--- src/rtl/devctl_cmd_pkg.sv ---
package devctl_cmd_pkg;
    localparam int RUN_BIT  = 0;
    localparam int RST_BIT  = 1;
    localparam int SUTW_BIT = 13;
    localparam int ADTW_BIT = 14;
    localparam int THR_LSB  = 16;
    localparam int NUM_TRIP = 2;

    function automatic int trip_pos(input int idx);
        return (idx == 0) ? SUTW_BIT : ADTW_BIT;
    endfunction
endpackage

--- src/rtl/devctl_rst_seq.sv ---
module devctl_rst_seq (
    input  logic clk,
    input  logic rst_n,
    input  logic start_i,
    input  logic done_i,
    output logic busy_o
);
    logic busy_d, busy_q;

    always_comb begin
        busy_d = busy_q;
        if (busy_q) begin
            if (done_i) busy_d = 1'b0;
        end else if (start_i) begin
            busy_d = 1'b1;
        end
    end

    always_ff @(posedge clk or negedge rst_n) begin
        if (!rst_n) busy_q <= 1'b0;
        else        busy_q <= busy_d;
    end

    assign busy_o = busy_q;


    rst_hold_chk: assert property (@(posedge clk) disable iff (!rst_n)
        (busy_q && !done_i) |=> busy_q);

    rst_done_chk: assert property (@(posedge clk) disable iff (!rst_n)
        (busy_q && done_i) |=> !busy_q);
endmodule

--- src/rtl/devctl_tripwire.sv ---
module devctl_tripwire (
    input  logic clk,
    input  logic rst_n,
    input  logic wr_en,
    input  logic wr_bit,
    input  logic hazard,
    output logic q_o
);
    logic bit_d, bit_q;

    always_comb begin
        bit_d = bit_q;
        if (hazard)     bit_d = 1'b0;
        else if (wr_en) bit_d = wr_bit;
    end

    always_ff @(posedge clk or negedge rst_n) begin
        if (!rst_n) bit_q <= 1'b0;
        else        bit_q <= bit_d;
    end

    assign q_o = bit_q;


    trip_clear_chk: assert property (@(posedge clk) disable iff (!rst_n)
        hazard |=> !q_o);
endmodule

--- src/rtl/devctl_cmd_reg.sv ---
module devctl_cmd_reg #(
    parameter int DATA_W    = 32,
    parameter int THR_W     = 8,
    parameter int THR_RESET = 8
) (
    input  logic              clk,
    input  logic              rst_n,
    input  logic              wr_en,
    input  logic [DATA_W-1:0] wr_data,
    output logic [DATA_W-1:0] rd_data,
    input  logic              setup_hazard,
    input  logic              dtd_hazard,
    input  logic              reset_done,
    input  logic              hs_mode,
    output logic              run_o,
    output logic              pullup_en,
    output logic              ctrl_reset_req,
    output logic [THR_W-1:0]  int_thresh
);
    import devctl_cmd_pkg::*;

    localparam int THR_MSB = THR_LSB + THR_W - 1;

    typedef struct packed {
        logic             run;
        logic [THR_W-1:0] thr;
    } ctl_t;

    ctl_t ctl_d, ctl_q;
    logic busy;
    logic start_rst;
    logic [NUM_TRIP-1:0] haz;
    logic [NUM_TRIP-1:0] trip;

    assign start_rst = wr_en && wr_data[RST_BIT];
    assign haz       = {dtd_hazard, setup_hazard};

    devctl_rst_seq u_rst (
        .clk     (clk),
        .rst_n   (rst_n),
        .start_i (start_rst),
        .done_i  (reset_done),
        .busy_o  (busy)
    );

    for (genvar i = 0; i < NUM_TRIP; i++) begin : g_trip
        devctl_tripwire u_tw (
            .clk    (clk),
            .rst_n  (rst_n),
            .wr_en  (wr_en),
            .wr_bit (wr_data[trip_pos(i)]),
            .hazard (haz[i]),
            .q_o    (trip[i])
        );
    end

    // Whether the sequencer will be busy on the next cycle.
    logic busy_next;
    assign busy_next = busy ? !reset_done : start_rst;

    always_comb begin
        ctl_d = ctl_q;
        if (wr_en) begin
            ctl_d.run = wr_data[RUN_BIT];
            ctl_d.thr = wr_data[THR_MSB:THR_LSB];
        end
        if (busy_next) ctl_d.run = 1'b0;
    end

    always_ff @(posedge clk or negedge rst_n) begin
        if (!rst_n) begin
            ctl_q.run <= 1'b0;
            ctl_q.thr <= THR_W'(THR_RESET);
        end else begin
            ctl_q <= ctl_d;
        end
    end

    always_comb begin
        rd_data                  = '0;
        rd_data[RUN_BIT]         = ctl_q.run;
        rd_data[RST_BIT]         = busy;
        rd_data[SUTW_BIT]        = trip[0];
        rd_data[ADTW_BIT]        = trip[1];
        rd_data[THR_MSB:THR_LSB] = ctl_q.thr;
    end

    assign run_o          = ctl_q.run;
    assign pullup_en      = ctl_q.run && !hs_mode;
    assign ctrl_reset_req = busy;
    assign int_thresh     = ctl_q.thr;

    logic unused_wr_bits;
    assign unused_wr_bits = ^{wr_data[DATA_W-1:THR_MSB+1], wr_data[15],
                              wr_data[12:2]};


    run_off_chk: assert property (@(posedge clk) disable iff (!rst_n)
        ctrl_reset_req |-> !run_o);

    thr_hold_chk: assert property (@(posedge clk) disable iff (!rst_n)
        !wr_en |=> $stable(int_thresh));

    run_hold_chk: assert property (@(posedge clk) disable iff (!rst_n)
        (!wr_en && !ctrl_reset_req && !start_rst) |=> $stable(run_o));
endmodule

--- config.mk ---
export PLATFORM = sky130hd
export DESIGN_NAME = devctl_cmd_reg
export DESIGN_NICKNAME = d
export VERILOG_FILES = /design/src/rtl/devctl_cmd_pkg.sv /design/src/rtl/devctl_rst_seq.sv /design/src/rtl/devctl_tripwire.sv /design/src/rtl/devctl_cmd_reg.sv
export SDC_FILE = /design/constraint.sdc
export NUM_CORES = 1
export LEC_CHECK = 0
export BUFFER_PORTS_ARGS = -buffer_cell sky130_fd_sc_hd__buf_2
export CORE_ASPECT_RATIO = 1.5
export CORE_UTILIZATION = 30
export CTS_CLUSTER_DIAMETER = 150
export CTS_CLUSTER_SIZE = 10
export DETAILED_ROUTE_END_ITERATION = 16
export PLACE_DENSITY = 0.73
export SYNTH_ARGS = -nofsm -noshare
export SYNTH_HDL_FRONTEND = slang
export SYNTH_SLANG_ARGS = --single-unit
--- constraint.sdc ---
create_clock -name clk -period 0.8 [get_ports clk]
set_input_delay 0.04 -clock clk [delete_from_list [all_inputs] [get_ports clk]]
set_output_delay 0.04 -clock clk [all_outputs]
set_load 0.02 [all_outputs]
# Word level (Yosys, flattened, before mapping)
# Cells that the tools add are included.
[word_totals]
ff_bits = 12
word_cells = 22
out_inout_bits = 43
inputBits = 39
[op_classes]
reduce_logical = 7
mux = 10
[op_table]
columns = ["operator", "count"]
rows = [
  ["1-bit two-way mux", 9],
  ["9-bit two-way mux", 1],
  ["2-bit nonzero test", 3],
  ["1-bit logical AND", 2],
  ["1-bit logical NOT", 2],
]

# Logic depth before layout (Yosys ltp)
# Gate-level depths: netlist (run 1).
[logic_depth]
ltp_word = 3
mapped_depth = 3
ltp_nobuf = 3

# Hierarchy
# A second synthesis (run 1) with hierarchy kept.
[unflattened]
hier_cells = 65
hier_area_um2 = 737.0
[modules_own_cells]
columns = ["module", "cells_each", "seq_area_each_um2", "area_per_inst_um2", "instances"]
rows = [
  ["devctl_cmd_reg", 56, 226.5, 620.6, 1],
  ["devctl_tripwire", 3, 25.0, 38.8, 2],
  ["devctl_rst_seq", 3, 25.0, 38.8, 1],
]

# Worst setup path after synthesis (run 1)
# OpenSTA, ideal clock, no wires.
[synth_path]
path_type = "register to output"
startpoint = "register ctl_q, in the netlist run_o"
endpoint = "output pullup_en"
path_stages_with_launch = 2
slack_ns = -0.073
arrival_ns = 0.833
required_time_ns = 0.760
cell_sequence = "dfrtp_1 -> nor2b_1"
[synth_via]
elab_chain_len = 1
[synth_lines]
columns = ["element", "line_no", "text"]
rows = [
  ["start: declaration", "devctl_cmd_reg.sv:29", "ctl_t ctl_d, ctl_q;"],
  ["start signal: assignment", "devctl_cmd_reg.sv:75", "ctl_q <= ctl_d;"],
  ["1-bit logical AND", "devctl_cmd_reg.sv:89", "assign pullup_en = ctl_q.run && !hs_mode;"],
  ["end: declaration", "devctl_cmd_reg.sv:16", "output logic pullup_en,"],
]
# Every way passes these cells.

# Worst setup path in the final report (run 1)
[layout_path]
startpoint = "register ctl_q, in the netlist int_thresh[3]"
endpoint = "output int_thresh[3]"
[layout_rtl]
columns = ["element", "line_no", "text"]
rows = [
  ["end: declaration", "devctl_cmd_reg.sv:18", "output logic [THR_W-1:0] int_thresh"],
]
# No word-level cell between the ends.

==> results of run 1 <==
-- per-stage QoR --
stage               utilization (%)  worst slack (ps)  TNS, ps
floorplan                         -             -20.7     -145
global placement               35.9              33.3        0
detailed placement             35.9              2.77        0
CTS                            47.5              -202    -2160
global route                   48.1              -236    -2880
finish                         48.1              -188    -1880
-- cell usage in the layout, fill, tap and decap left out, drive strengths merged --
cell,n
buf,43
conb,20
dfrtp,11
dlygate4sd3,9
mux2,8
clkbuf,4
o21ai,2
mux2i,2
nor2,2
inv,2
nand3,1
o22ai,1
a21oi,1
nor2b,1
dfstp,1
-- per-layer routing --
metal	vias up	share of wire (%)
met5	-	0
met4	0	0.72
met1	258	30
met3	2	4.7
li1	242	-
met2	25	64
-- area by class of cell --
type | instances | area share [%]
multi-input cells | 38 | 22.3
well taps | 23 | 2.68
inverters | 2 | 0.699
clock buffers | 4 | 2.45
flip-flops and latches | 12 | 29.0
repair buffers | 52 | 42.9
-- where the power goes --
part           internal [mW]  switching (mW)  leakage, nW
logic                  0.342           0.349        0.396
clock network          0.192           0.185       0.0150
registers              0.677          0.0653        0.135
-- how the worst max path moves through the flow --
stage	startpoint	endpoint	slack [ps]	depth (start not counted)
floorplan	int_thresh[0]$_DFFE_PN0P_	int_thresh[0]$_DFFE_PN0P_	-20	1
global placement	wr_en	g_trip[1].u_tw.q_o$_DFFE_PN0P_	30	4
detailed placement	wr_en	g_trip[1].u_tw.q_o$_DFFE_PN0P_	3	4
CTS	int_thresh[3]$_DFFE_PN1P_	int_thresh[3]	-200	1
global route	run_o$_DFFE_PN0P_	pullup_en	-240	2
finish	int_thresh[3]$_DFFE_PN1P_	int_thresh[3]	-190	1
-- state kept, by name, indices dropped and copies added (netlist names) --
name             count
g_trip.u_tw.q_o      2
u_rst.busy_o         1
int_thresh           8
run_o                1
-- cell usage after synthesis --
cell type	instances	share of area, %
o22ai_1	1	0.88
nor2b_1	1	0.88
dfrtp_1	11	39
a21oi_1	1	0.70
mux2_2	8	13
inv_1	2	1.1
conb_1	1	0.52
buf_4	32	34
nand3_1	1	0.70
nor2_1	2	1.1
o21ai_0	2	1.4
mux2i_1	2	2.8
dfstp_2	1	3.7
buf_6	1	1.6
-- cells by family (layout without fill, tap and decap cells) --
logic type / count (synthesis) / count (layout) / share of synthesized area [%]
flops: 12 / 12 / 42.2
other cells: 1 / 20 / 0.525
mux: 10 / 10 / 15.4
buf+inv: 35 / 58 / 36.3
compound gates: 4 / 4 / 2.98
simple gates: 4 / 4 / 2.63
-- what timing repair did --
action                                  in CTS  in global routing
gates resized for setup                     45                  2
hold buffers                                 9                  0
endpoints found under the setup margin      23                 32
endpoints found under the hold margin       20                  0
cloned                                       0                  0
setup buffers                                0                  1
==> results.md, run 1 <==
- Outcome: finished, violations left
- Failing checks: negative setup slack
- Ports: just over 80
- Synth Warn #: 0
- Hold Crit Class: in -> reg
- Layout cells sized above 1: 61.1%
- Global-route wire length before repair: ~2000 µm
- Cell depth of the worst hold path: 2
- Nets@finish: 148
- WL final: 1380 µm
- Synth Instances: 66
- Worst setup path class: reg -> out
- Leakage power total: 0.546 nW
- Die area: 2580 µm²
- Largest net degree at the start of global routing: 13
- Tot Pwr: 1.81 mW
- Final Slew Violations: 0
- Final GP Congestion: ~0.63
- Yosys reg bits: 12
- Final antenna-violating net count: 0
- Clock skew: 0.0474 ps
- Max_cap viols: 0
- CP Capture Type: output pin
- H-tree Lvls: 1
- Final hold violations: 0
- Avg WL per Cell: 10.6 µm
- RR Endpoint: run_o$_DFFE_PN0P_
- Sequential-to-total area share from yosys stat: 42.2%
- Row Count: 21
- R2R depth: 3
- Setup crit start kind: flip-flop
- WP data arrival: 950 ps
- Avg Synthesized Cell Area: approximately 11 µm²
- Filler cells: 208
- CP Data Required Time: between 700 and 800 ps
- Antenna Cells: 0
- Core ar.: 2230 µm²
- CTS tree: built
- Total CTS buffers: 3
- Cell variety after synth: 14
- Routed vias/inst: 4.02
- Post-Place Cells: 117
- R2R Setup Slk: -60 ps
- Critical path's slowest cell: dfstp_2
- IO buf count: 41
- Initial core utilization: 32.0%
- Layer with the highest usage: met2
- Max frequency: 1.01 GHz
- GR Overflow Total: 0
- Power Density: 1690 nW/µm²
- Worst IR Drop VDD: 0.745 mV
- DR iter-0 viols: 5
- Initial antenna violation count: 0
- Worst Hold Endpoint: int_thresh[1]$_DFFE_PN0P_
- Mapped Area: 714 µm²
- Reg clk slew, reported paths: 70 ps
- Max clock buf depth: 2
- Critical path, cell by cell: buf_6
- RSZ-0062 raised after global routing: true
- Gr usage total: 10.7%
- Root Buffer: clkbuf_4
- Drt drc: 0
- Register area: 312 µm²
- Worst-Skew Late Latency: 260 ps
- Crit path time final: 988 ps
- Multi-input gate area: 239 µm²
- Drt first pass iters: 3
- Vias in the first global route: 489
- Die Y: 61.8 µm
- Hold_sp: wr_data[17]
- Final worst slack: -188 ps
- Via count: around 530
- Final std cells w/o fill: 131
- CP max FO: 3
- RR Startpoint: run_o$_DFFE_PN0P_
- Critical path's largest stage delay: between 500 and 600 ps
- Worst hold slack: 15.4 ps
- Delay-heaviest family, CP: flip-flops
- Period utilization: 123%
- Met3 usage: 1.73%
- Design area: 1070 µm²
- Area Growth Syn to Fin: 50.3%
- Met2 Usage GRT: 22.1%
- Detailed placement HPWL: 936 µm
- Die Wd: 41.8 µm
- CP bufs+invs: 1
- Final Setup Violations: 28
- Placed inst area: between 800 and 900 µm²
- CTS Sinks: 12
- M1 GR Usage: 9.07%
(Power assumes the default switching activity.)
==> run 2: changes to the inputs <==
--- a/config.mk
+++ b/config.mk
@@ -7,6 +7,7 @@
 export LEC_CHECK = 0
 export BUFFER_PORTS_ARGS = -buffer_cell sky130_fd_sc_hd__buf_2
 export CORE_ASPECT_RATIO = 1.5
+export CORE_MARGIN = 5
 export CORE_UTILIZATION = 30
 export CTS_CLUSTER_DIAMETER = 150
 export CTS_CLUSTER_SIZE = 10
==> results.md, run 2 (same netlist as run 1, synthesis figures left out) <==
- Worst setup path class: reg -> out
- Largest register FFs: 8
- Drt first pass iters: 2
- Critical path's slowest cell: dfstp_2
- Antenna Cells: 0
- CP bufs+invs: 1
- Layout cells sized above 1: 62.2%
- Largest net degree at the start of global routing: 13
- Core ar.: 2260 µm²
- Vias in the first global route: between 600 and 700
- Critical path's largest stage delay: 560 ps
- M1 GR Usage: 8.32%
- Layer with the highest usage: met2
- Root Buffer: clkbuf_4
- Most common cell after layout, fill and taps aside: buf_6
- Reg clk slew, reported paths: 70 ps
- Final hold violations: 0
- CP Capture Type: output pin
- Setup crit start kind: flip-flop
- Die Y: 69.8 µm
- Crit path time final: 994 ps
- CTS Sinks: 12
- Clock skew: 0.00677 ps
- Area Growth Syn to Fin: 55.9%
- Global-route wire length before repair: 2860 µm
- WL final: 1750 µm
- Final antenna-violating net count: 0
- Routed vias/inst: 4.18
- Detailed placement HPWL: about 1200 µm
- Critical path, cell by cell: buf_6
- WP data arrival: 950 ps
- Via count: 560
- Max clock buf depth: 2
- Final GP Congestion: 0.672
- H-tree Lvls: 1
- CTS tree: built
- CP max FO: 3
- Met2 Usage GRT: 20.7%
- Gr usage total: 10.7%
- Max frequency: 1.01 GHz
- Met3 usage: 2.58%
- Power Density: 1740 nW/µm²
- Die Wd: 49.8 µm
- Die area: 3480 µm²
- Row Count: 21
- Failing checks: negative setup slack
- Max_cap viols: 0
- Hold Crit Class: in -> reg
- RSZ-0062 raised after global routing: true
- Worst-Skew Late Latency: 270 ps
- Nets@finish: 151
- Outcome: finished, violations left
- Worst hold slack: 15.6 ps
- Initial antenna violation count: 0
- Most frequent cells in the layout: buf_6, conb_1, buf_2
- Final Setup Violations: 27
- Worst slack, placed: -14.8 ps
- Avg WL per Cell: around 13 µm
- Final worst slack: -194 ps
- Ports: 82
- CP Data Required Time: 760 ps
- Leakage power total: 0.567 nW
- GR Overflow Total: 0
- Final Slew Violations: 0
- Total CTS buffers: 3
- Period utilization: 124%
- Layout Utilization: approximately half
- Worst IR Drop VDD: 0.789 mV
- IO buf count: 41
- Initial core utilization: 31.6%
- Delay-heaviest family, CP: flip-flops
- Drt drc: 0
- DR iter-0 viols: 3
## run 2: worst paths after layout
check                                               start                        endpoint  slack [ps]  cells past startpoint
min in group asynchronous                           rst_n       int_thresh[1]$_DFFE_PN0P_         180                      2
max in group asynchronous                           rst_n       int_thresh[3]$_DFFE_PN1P_         350                      2
setup / recovery                int_thresh[3]$_DFFE_PN1P_                     rd_data[19]        -190                      1
hold / removal                                wr_data[13]  g_trip[0].u_tw.q_o$_DFFE_PN0P_          20                      3
hold reg to reg            g_trip[1].u_tw.q_o$_DFFE_PN0P_  g_trip[1].u_tw.q_o$_DFFE_PN0P_         560                      2
setup reg to reg                        run_o$_DFFE_PN0P_               run_o$_DFFE_PN0P_         -30                      3
## run 2: layout make-up
class	count	area [µm²]
fillers	223	1150
clock buffers	4	36.3
flip-flops and latches	12	312
multi-input cells	38	251
repair buffers	55	478
well taps	23	28.8
inverters	2	7.51
## run 2: stage by stage
stage	area, µm²	total power [mW]	TNS (ps)	cells
global route	1110	2.05	-3320	134
floorplan	798	1.20	-145	85
detailed placement	788	1.23	-18.3	117
finish	1110	1.94	-2160	134
global placement	788	1.22	0	117
CTS	1090	1.94	-2510	134
## run 2: timing repair
item | CTS | global route
pin swaps | 0 | 0
hold endpoints to repair | 23 | 0
gates cloned | 0 | 0
hold buffers | 12 | 0
gates resized for setup | 43 | 8
setup buffers | 1 | 0
endpoints found under the setup margin | 23 | 32
## run 2: where the power goes
| part | internal, mW | switching (mW) |
|---|---|---|
| clock network | 0.277 | 0.202 |
| registers | 0.677 | 0.0634 |
| logic | 0.351 | 0.365 |
| total | 1.30 | 0.631 |
## run 2: routing by layer
metal / wire length (µm) / part of all wire (%)
met4: 72 / 4.1
met5: 0 / 0
met1: 469 / 27
met2: 1060 / 61
met3: 151 / 8.6
